File: src/rtl/rt_legal_pkg.sv
package rt_legal_pkg;

   localparam int CMD_W       = 16;
   localparam int FIELD_W     = 5;
   localparam int NUM_CLASSES = 8;
   localparam logic [FIELD_W-1:0] BCAST_RT  = 5'd31;
   localparam logic [FIELD_W-1:0] MC_SA_LO  = 5'd0;
   localparam logic [FIELD_W-1:0] MC_SA_HI  = 5'd31;

   typedef struct packed {
      logic [FIELD_W-1:0] rt;
      logic               tx;
      logic [FIELD_W-1:0] sa;
      logic [FIELD_W-1:0] wc;
   } cmd_fields_t;

   typedef struct packed {
      logic mode;
      logic bcast;
      logic tx;
   } cmd_class_t;

   function automatic logic is_mode_sa(input logic [FIELD_W-1:0] sa);
      return (sa == MC_SA_LO) || (sa == MC_SA_HI);
   endfunction

endpackage

File: src/rtl/rt_cmd_classify.sv
module rt_cmd_classify
   import rt_legal_pkg::*;
(
   input  logic [CMD_W-1:0]   cmd_word,
   input  logic               bcast_in,
   output cmd_class_t         cls,
   output logic [FIELD_W-1:0] idx,
   output logic               has_data
);
   cmd_fields_t f;
   logic        mode_c;

   always_comb begin
      f         = cmd_fields_t'(cmd_word);
      mode_c    = is_mode_sa(f.sa);
      cls.mode  = mode_c;
      cls.bcast = bcast_in | (f.rt == BCAST_RT);
      cls.tx    = f.tx;
      idx       = mode_c ? f.wc : f.sa;
      has_data  = mode_c & f.wc[FIELD_W-1];
   end
endmodule

File: src/rtl/rt_illegal_bank.sv
module rt_illegal_bank
   import rt_legal_pkg::*;
#(
   parameter int BANK_W  = 16,
   parameter int HADDR_W = 5,
   parameter int HDATA_W = 16,
   parameter int ADDR_W  = 16
)(
   input  logic               clk,
   input  logic               rst_n,
   input  logic               we,
   input  logic [HADDR_W-1:0] waddr,
   input  logic [HDATA_W-1:0] wdata,
   input  cmd_class_t         cls,
   input  logic [FIELD_W-1:0] idx,
   output logic               ill_bit,
   output logic [ADDR_W-1:0]  base
);
   localparam int SA_COUNT  = 1 << FIELD_W;
   localparam int REGS_PER  = SA_COUNT / BANK_W;
   localparam int NUM_REGS  = NUM_CLASSES * REGS_PER;
   localparam int BIT_W     = $clog2(BANK_W);
   localparam int SEL_W     = FIELD_W - BIT_W;
   localparam int FLAT_W    = NUM_REGS * BANK_W;
   localparam int FLAT_IW   = $clog2(FLAT_W);
   localparam int BASE_SLOT = NUM_REGS;

   if (BANK_W != 8 && BANK_W != 16) begin : g_bad_bank
      $error("BANK_W must be 8 or 16");
   end
   if (BANK_W > HDATA_W) begin : g_bad_hdata
      $error("BANK_W wider than host data");
   end
   if (ADDR_W > HDATA_W) begin : g_bad_addr
      $error("ADDR_W wider than host data");
   end
   if (BASE_SLOT >= (1 << HADDR_W)) begin : g_bad_map
      $error("host address space too small for register map");
   end

   logic [FLAT_W-1:0] ill_flat;

   for (genvar i = 0; i < NUM_REGS; i++) begin : g_reg
      logic [BANK_W-1:0] q;
      always_ff @(posedge clk) begin
         if (!rst_n)
            q <= '0;
         else if (we && waddr == HADDR_W'(i))
            q <= wdata[BANK_W-1:0];
      end
      assign ill_flat[i*BANK_W +: BANK_W] = q;
   end

   logic [ADDR_W-1:0] base_q;
   always_ff @(posedge clk) begin
      if (!rst_n)
         base_q <= '0;
      else if (we && waddr == HADDR_W'(BASE_SLOT))
         base_q <= wdata[ADDR_W-1:0];
   end
   assign base = base_q;

   logic [SEL_W-1:0]   hi_sel;
   logic [FLAT_IW-1:0] flat_idx;
   always_comb begin
      hi_sel   = idx[FIELD_W-1 -: SEL_W];
      flat_idx = {cls, hi_sel, idx[BIT_W-1:0]};
      ill_bit  = ill_flat[flat_idx];
   end
endmodule

File: src/rtl/rt_rule_check.sv
module rt_rule_check
   import rt_legal_pkg::*;
#(
   parameter bit STRICT_B = 1'b1
)(
   input  cmd_class_t         cls,
   input  logic [FIELD_W-1:0] idx,
   input  logic               ill_bit,
   output logic               illegal
);
   logic bc_tx_data;
   logic bc_tx_mc;

   always_comb bc_tx_data = cls.bcast & cls.tx & ~cls.mode;

   if (STRICT_B) begin : g_strict
      always_comb bc_tx_mc = cls.bcast & cls.tx & cls.mode & idx[FIELD_W-1];
   end else begin : g_loose
      always_comb bc_tx_mc = 1'b0;
   end

   always_comb illegal = ill_bit | bc_tx_data | bc_tx_mc;
endmodule

File: src/rtl/rt_desc_addr_gen.sv
module rt_desc_addr_gen
   import rt_legal_pkg::*;
#(
   parameter int ADDR_W       = 16,
   parameter int DESC_WORDS   = 4,
   parameter int CLASS_STRIDE = 128
)(
   input  logic [ADDR_W-1:0]  base,
   input  cmd_class_t         cls,
   input  logic [FIELD_W-1:0] idx,
   output logic [ADDR_W-1:0]  addr
);
   localparam int DW_SHIFT  = $clog2(DESC_WORDS);
   localparam int CS_SHIFT  = $clog2(CLASS_STRIDE);
   localparam bit CS_POW2   = ((1 << CS_SHIFT) == CLASS_STRIDE);

   if ((1 << DW_SHIFT) != DESC_WORDS) begin : g_bad_dw
      $error("DESC_WORDS must be a power of two");
   end
   if (CLASS_STRIDE < (DESC_WORDS << FIELD_W)) begin : g_bad_stride
      $error("CLASS_STRIDE overlaps adjacent descriptor classes");
   end

   logic [1:0]        grp;
   logic [ADDR_W-1:0] grp_off;
   logic [ADDR_W-1:0] ent_off;

   always_comb grp = {cls.mode, cls.tx};

   if (CS_POW2) begin : g_shift
      always_comb grp_off = ADDR_W'(grp) << CS_SHIFT;
   end else begin : g_mult
      always_comb grp_off = ADDR_W'(grp) * ADDR_W'(CLASS_STRIDE);
   end

   always_comb begin
      ent_off = ADDR_W'(idx) << DW_SHIFT;
      addr    = base + grp_off + ent_off;
   end
endmodule

File: src/rtl/rt_cmd_legalizer.sv
module rt_cmd_legalizer
   import rt_legal_pkg::*;
#(
   parameter int ADDR_W       = 16,
   parameter int HADDR_W      = 5,
   parameter int HDATA_W      = 16,
   parameter int BANK_W       = 16,
   parameter int DESC_WORDS   = 4,
   parameter int CLASS_STRIDE = 128,
   parameter bit STRICT_B     = 1'b1
)(
   input  logic               clk,
   input  logic               rst_n,
   input  logic               cmd_valid,
   input  logic [15:0]        cmd_word,
   input  logic               cmd_bcast,
   input  logic               host_we,
   input  logic [HADDR_W-1:0] host_addr,
   input  logic [HDATA_W-1:0] host_wdata,
   output logic               desc_valid,
   output logic [ADDR_W-1:0]  desc_addr,
   output logic               msg_error,
   output logic [2:0]         cmd_class,
   output logic               mode_data
);
   cmd_class_t         cls;
   logic [FIELD_W-1:0] idx;
   logic               has_data;
   logic               ill_bit;
   logic               illegal;
   logic [ADDR_W-1:0]  base;
   logic [ADDR_W-1:0]  addr_c;

   rt_cmd_classify u_cls (
      .cmd_word (cmd_word),
      .bcast_in (cmd_bcast),
      .cls      (cls),
      .idx      (idx),
      .has_data (has_data)
   );

   rt_illegal_bank #(
      .BANK_W  (BANK_W),
      .HADDR_W (HADDR_W),
      .HDATA_W (HDATA_W),
      .ADDR_W  (ADDR_W)
   ) u_bank (
      .clk     (clk),
      .rst_n   (rst_n),
      .we      (host_we),
      .waddr   (host_addr),
      .wdata   (host_wdata),
      .cls     (cls),
      .idx     (idx),
      .ill_bit (ill_bit),
      .base    (base)
   );

   rt_rule_check #(
      .STRICT_B (STRICT_B)
   ) u_rule (
      .cls     (cls),
      .idx     (idx),
      .ill_bit (ill_bit),
      .illegal (illegal)
   );

   rt_desc_addr_gen #(
      .ADDR_W       (ADDR_W),
      .DESC_WORDS   (DESC_WORDS),
      .CLASS_STRIDE (CLASS_STRIDE)
   ) u_addr (
      .base (base),
      .cls  (cls),
      .idx  (idx),
      .addr (addr_c)
   );

   always_ff @(posedge clk) begin
      if (!rst_n) begin
         desc_valid <= 1'b0;
         msg_error  <= 1'b0;
         desc_addr  <= '0;
         cmd_class  <= '0;
         mode_data  <= 1'b0;
      end else begin
         desc_valid <= cmd_valid & ~illegal;
         msg_error  <= cmd_valid & illegal;
         if (cmd_valid) begin
            desc_addr <= addr_c;
            cmd_class <= cls;
            mode_data <= has_data;
         end
      end
   end
endmodule

File: config.mk
export PLATFORM = sky130hd
export DESIGN_NAME = rt_cmd_legalizer
export DESIGN_NICKNAME = d
export VERILOG_FILES = /design/src/rtl/rt_legal_pkg.sv /design/src/rtl/rt_cmd_classify.sv /design/src/rtl/rt_illegal_bank.sv /design/src/rtl/rt_rule_check.sv /design/src/rtl/rt_desc_addr_gen.sv /design/src/rtl/rt_cmd_legalizer.sv
export SDC_FILE = /design/constraint.sdc
export NUM_CORES = 1
export LEC_CHECK = 0
export BUFFER_PORTS_ARGS = -buffer_cell sky130_fd_sc_hd__buf_2
export CAP_MARGIN = 20
export CORE_MARGIN = 3
export CORE_UTILIZATION = 50
export DETAILED_ROUTE_END_ITERATION = 8
export PLACE_DENSITY = 0.67
export SYNTH_ARGS = -nofsm -noshare
export SYNTH_HDL_FRONTEND = slang
export SYNTH_SLANG_ARGS = --single-unit
File: constraint.sdc
create_clock -name clk -period 5.6 [get_ports clk]
set_clock_uncertainty 0.1 [all_clocks]
set_input_delay 1.12 -clock clk [delete_from_list [all_inputs] [get_ports clk]]
set_output_delay 1.12 -clock clk [all_outputs]
set_load 0.01 [all_outputs]
==> results.txt <==
----------------------------------------------------
[Min path]
  Hold Path Class ... flip-flop to flip-flop
  Min-delay src ... u_bank.g_reg[3].q[0]
  Worst Hold Depth ... 2
  Hold EP ... u_bank.g_reg[3].q[0]

[Finish]
  Area added between synthesis and finish ... 10.9%
  Number of nets in the finished design ... 1631
  Register Area ... 0.00525 mm^2
  Area used by multi-input combinational logic ... 0.00616 mm^2
  Fraction of layout instances using a drive strength above 1 ... 10.6%
  Fillers ... 2171

[STA]
  RSZ-0062 raised after global routing ... false
  Relative max-transition margin ... 25.2%
  Final setup margin ... 1440 ps
  Final setup viols ... 0
  Final max-slew violation count ... 0
  Share of the clock period used by the worst path after layout ... 74.3%
  Achievable clock frequency ... 0.240 GHz
  Transition time at the pin with the least slew margin ... 1120 ps
  Final Hold Fails ... 0
  Final-layout setup total negative slack ... 0 ps
  Final worst path period need ... 4160 ps

[Logic synthesis]
  Syn Area/Cell ... ~7.5 um^2
  Synth async-reset ratio ... 0%
  Net count after synthesis ... between 1500 and 2000
  Number of distinct library cells after synthesis ... 78
  Register bit total from synthesis ... 262
  Fraction of the yosys area taken by sequential cells ... 43.5%
  Netlist area before placement ... 0.0121 mm^2
  Prevailing post-synth register cell ... sky130_fd_sc_hd__dfxtp_1
  Yosys synthesis warning count ... 0
  Instance count of the mapped netlist ... between 1500 and 2000
  Number of flops mapped to enable cells by yosys ... 0

[Placed design]
  Routability Congestion ... about 0.91
  Detailed placement HPWL ... 22900 um
  Count of buffers inserted at the top-level ports ... 63
  Worst slack, placed ... slightly below 900 ps

[Drt]
  Post-detailed-route via-to-cell ratio ... between 5 and 6
  Routed length per placed instance ... around 20 um
  Number of detailed-route iterations in the first pass ... 5
  Total number of vias ... between 10000 and 15000
  Remaining routing DRC violations ... 0
  Initial drt markers ... ~1400
  Number of nets with antenna violations after detailed routing ... 0
  Routed wire length ... 38500 um

[Clock tree]
  Clock buffers created by TritonCTS ... 29
  Insertion delay to the later sink of the worst-skew pair ... 540 ps
  Count of instances resized after the clock tree is built ... 0
  Clock Sinks ... 262
  Root buffer selected by CTS ... sky130_fd_sc_hd__clkbuf_16
  CTS clock-pin slew for the worst setup and hold paths ... roughly 60 ps
  Htree depth ... 1
  Maximum root-to-sink buffer count ... 3
  Cts-stage hold buffer count ... 0
  TritonCTS clock tree ... yes
  Total setup buffers inserted after CTS ... 0

[Die]
  Die Y ... 161 um
  Effective utilization at floorplan ... 51.1%
  Floorplan row count ... 56
  Die W ... 161 um
  Std-Cell Core Area ... 0.0236 mm^2
  Die Outline Area ... 0.0260 mm^2
  I/O pins ... 64

[Worst setup path]
  CP arrival ... 4510 ps
  Nature of the critical path startpoint ... input pin
  Critical register-to-register path endpoint ... desc_addr[14]
  Peak fanout along the critical path ... 18
  Kind of critical path ... input pin to flip-flop
  Register-to-register path setup slack ... 2720 ps
  Startpoint of the most critical register-to-register path ... u_bank.base[2]
  Critical path capture point type ... flip-flop
  Critical path data required time ... 5940 ps
  R2r worst-path depth ... 12

[Run status]
  Outcome ... finished, final reports clean

[Global routing]
  Pin count of the biggest net entering global routing ... 142
  Number of global-route vias before repair ... slightly above 10000
  Overall overflow remaining after global route ... 0
  Global-route wire length before repair ... 59400 um
  Total routing usage reported by global routing ... 28.6%
  Antenna violations before repair ... 2

[Pwr]
  Total leakage power ... 4.65 nW
  Power density cells ... 315 mW/mm^2
  Peak VDD IR ... 0.233 mV

[Flow run]
  Max-cap violations ... 0

----------------------------------------------------
metrics by stage:
step	hold slack (ps)	utilization (%)	total power [mW]	instances	cell area, um^2
global route	367	56.7	4.33	1921	13400
finish	351	56.7	4.22	1921	13400
global placement	338	52.4	2.30	1863	12400
CTS	351	56.5	4.23	1915	13300
detailed placement	343	52.4	2.31	1864	12400
floorplan	332	-	2.17	1601	12100
per-layer routing:
layer	global-route usage [%]	up-vias	share of wire, %
met5	0	-	0.034
met4	8.45	2	3.0
met3	4.69	90	8.6
met2	44.5	518	45
met1	41.0	5351	44
li1	-	5430	-
layout by cell type (no fill, tap or decap), drive strengths merged, types with 6 or more instances in the layout:
cell | netlist | routed
dfxtp | 262 | 262
nor2 | 46 | 46
and3 | 42 | 42
a21boi | 12 | 12
a31oi | 13 | 13
o31ai | 8 | 8
clkinv | 2 | 8
nand3 | 22 | 22
o22ai | 6 | 6
nand2 | 558 | 558
buf | 34 | 88
ha | 7 | 7
a2111oi | 26 | 26
mux2i | 20 | 20
a211oi | 14 | 14
nor3 | 6 | 6
o21ai | 24 | 24
inv | 18 | 19
a311oi | 10 | 10
a21oi | 262 | 262
clkbuf | 105 | 40
mux4 | 12 | 12
power by group:
part	switching (mW)	leakage (nW)	internal, mW
Sequential	0.0105	2.12	1.88
Combinational	0.281	2.06	0.0999
Clock	0.775	0.477	1.16
final cells by class:
| cell class | count | area share, % |
|---|---|---|
| multi-input cells | 1180 | 46.1 |
| flip-flops and latches | 262 | 39.2 |
| clock buffers | 40 | 6.18 |
| repair buffers | 88 | 3.85 |
| well taps | 319 | 2.98 |
| clock inverters | 11 | 1.05 |
| inverters | 20 | 0.617 |
| diodes | 1 | 0.0187 |
flip-flops by register name (all words and copies together), names as in the netlist:
signal,flops
cmd_class,3
desc_addr,16
desc_valid,1
mode_data,1
msg_error,1
u_bank.base,16
u_bank.g.q,224
worst max-delay path: stages:
cell	delay, ps
sky130_fd_sc_hd__buf_2	190
sky130_fd_sc_hd__or4b_4	560
sky130_fd_sc_hd__a21oi_2	180
sky130_fd_sc_hd__or2_1	180
sky130_fd_sc_hd__inv_4	140
sky130_fd_sc_hd__fa_1	430
sky130_fd_sc_hd__inv_1	70
sky130_fd_sc_hd__a21oi_1	60
sky130_fd_sc_hd__o21ai_0	190
sky130_fd_sc_hd__and2_1	170
sky130_fd_sc_hd__o21ai_0	90
sky130_fd_sc_hd__a21boi_0	250
sky130_fd_sc_hd__o21ai_0	230
sky130_fd_sc_hd__or3_1	400
sky130_fd_sc_hd__a311oi_1	250
Yosys cell counts (3+ instances only):
library cell	number	share of area [%]
sky130_fd_sc_hd__a2111oi_0	22	1.6
sky130_fd_sc_hd__a2111oi_2	3	0.37
sky130_fd_sc_hd__a211oi_1	14	0.87
sky130_fd_sc_hd__a21boi_0	12	0.75
sky130_fd_sc_hd__a21o_1	4	0.25
sky130_fd_sc_hd__a21oi_1	261	11
sky130_fd_sc_hd__a22oi_1	4	0.25
sky130_fd_sc_hd__a311o_1	3	0.25
sky130_fd_sc_hd__a311oi_1	10	0.73
sky130_fd_sc_hd__a31oi_1	13	0.67
sky130_fd_sc_hd__a32oi_1	5	0.36
sky130_fd_sc_hd__and2_1	3	0.16
sky130_fd_sc_hd__and3_1	42	2.2
sky130_fd_sc_hd__buf_1	11	0.34
sky130_fd_sc_hd__buf_2	17	0.71
sky130_fd_sc_hd__buf_6	4	0.37
sky130_fd_sc_hd__clkbuf_1	105	3.3
sky130_fd_sc_hd__dfxtp_1	262	43
sky130_fd_sc_hd__ha_1	7	0.73
sky130_fd_sc_hd__inv_1	14	0.44
sky130_fd_sc_hd__inv_2	3	0.093
sky130_fd_sc_hd__mux2_2	4	0.37
sky130_fd_sc_hd__mux2i_1	20	1.7
sky130_fd_sc_hd__mux4_2	12	2.2
sky130_fd_sc_hd__nand2_1	558	17
sky130_fd_sc_hd__nand2b_1	3	0.16
sky130_fd_sc_hd__nand3_1	22	0.91
sky130_fd_sc_hd__nand4_1	4	0.21
sky130_fd_sc_hd__nor2_1	43	1.3
sky130_fd_sc_hd__nor2b_1	4	0.21
sky130_fd_sc_hd__nor3_1	6	0.25
sky130_fd_sc_hd__nor4_1	4	0.21
sky130_fd_sc_hd__o211ai_1	3	0.19
sky130_fd_sc_hd__o21ai_0	23	0.95
sky130_fd_sc_hd__o21bai_1	3	0.19
sky130_fd_sc_hd__o22ai_1	6	0.31
sky130_fd_sc_hd__o31ai_1	8	0.50
sky130_fd_sc_hd__or3_1	3	0.16
sky130_fd_sc_hd__xnor2_1	3	0.22
sky130_fd_sc_hd__xor2_1	5	0.36
logic make-up after synthesis:
kind of cell             Yosys count  share of synthesized area [%]
flip-flops                       262                           43.5
XOR/XNOR                           8                          0.581
AO/OA/AOI/OAI                    417                           20.8
AND/OR/NAND/NOR                  711                           24.5
buffers and inverters            159                           5.46
adder cells (fa/ha/maj)            8                          0.892
multiplexers                      36                           4.27
worst max-delay path by stage:
stage                      startpoint            end  cells after the start
final                     cmd_word[7]  desc_addr[14]                     15
after detailed placement  cmd_word[7]  desc_addr[14]                     15
after CTS                 cmd_word[7]  desc_addr[14]                     15
after global placement    cmd_word[7]  desc_addr[14]                     15
after global routing      cmd_word[7]  desc_addr[12]                     15
after floorplan           cmd_word[6]  desc_addr[14]                     20
Note: power is estimated with default switching activity, not from simulation.
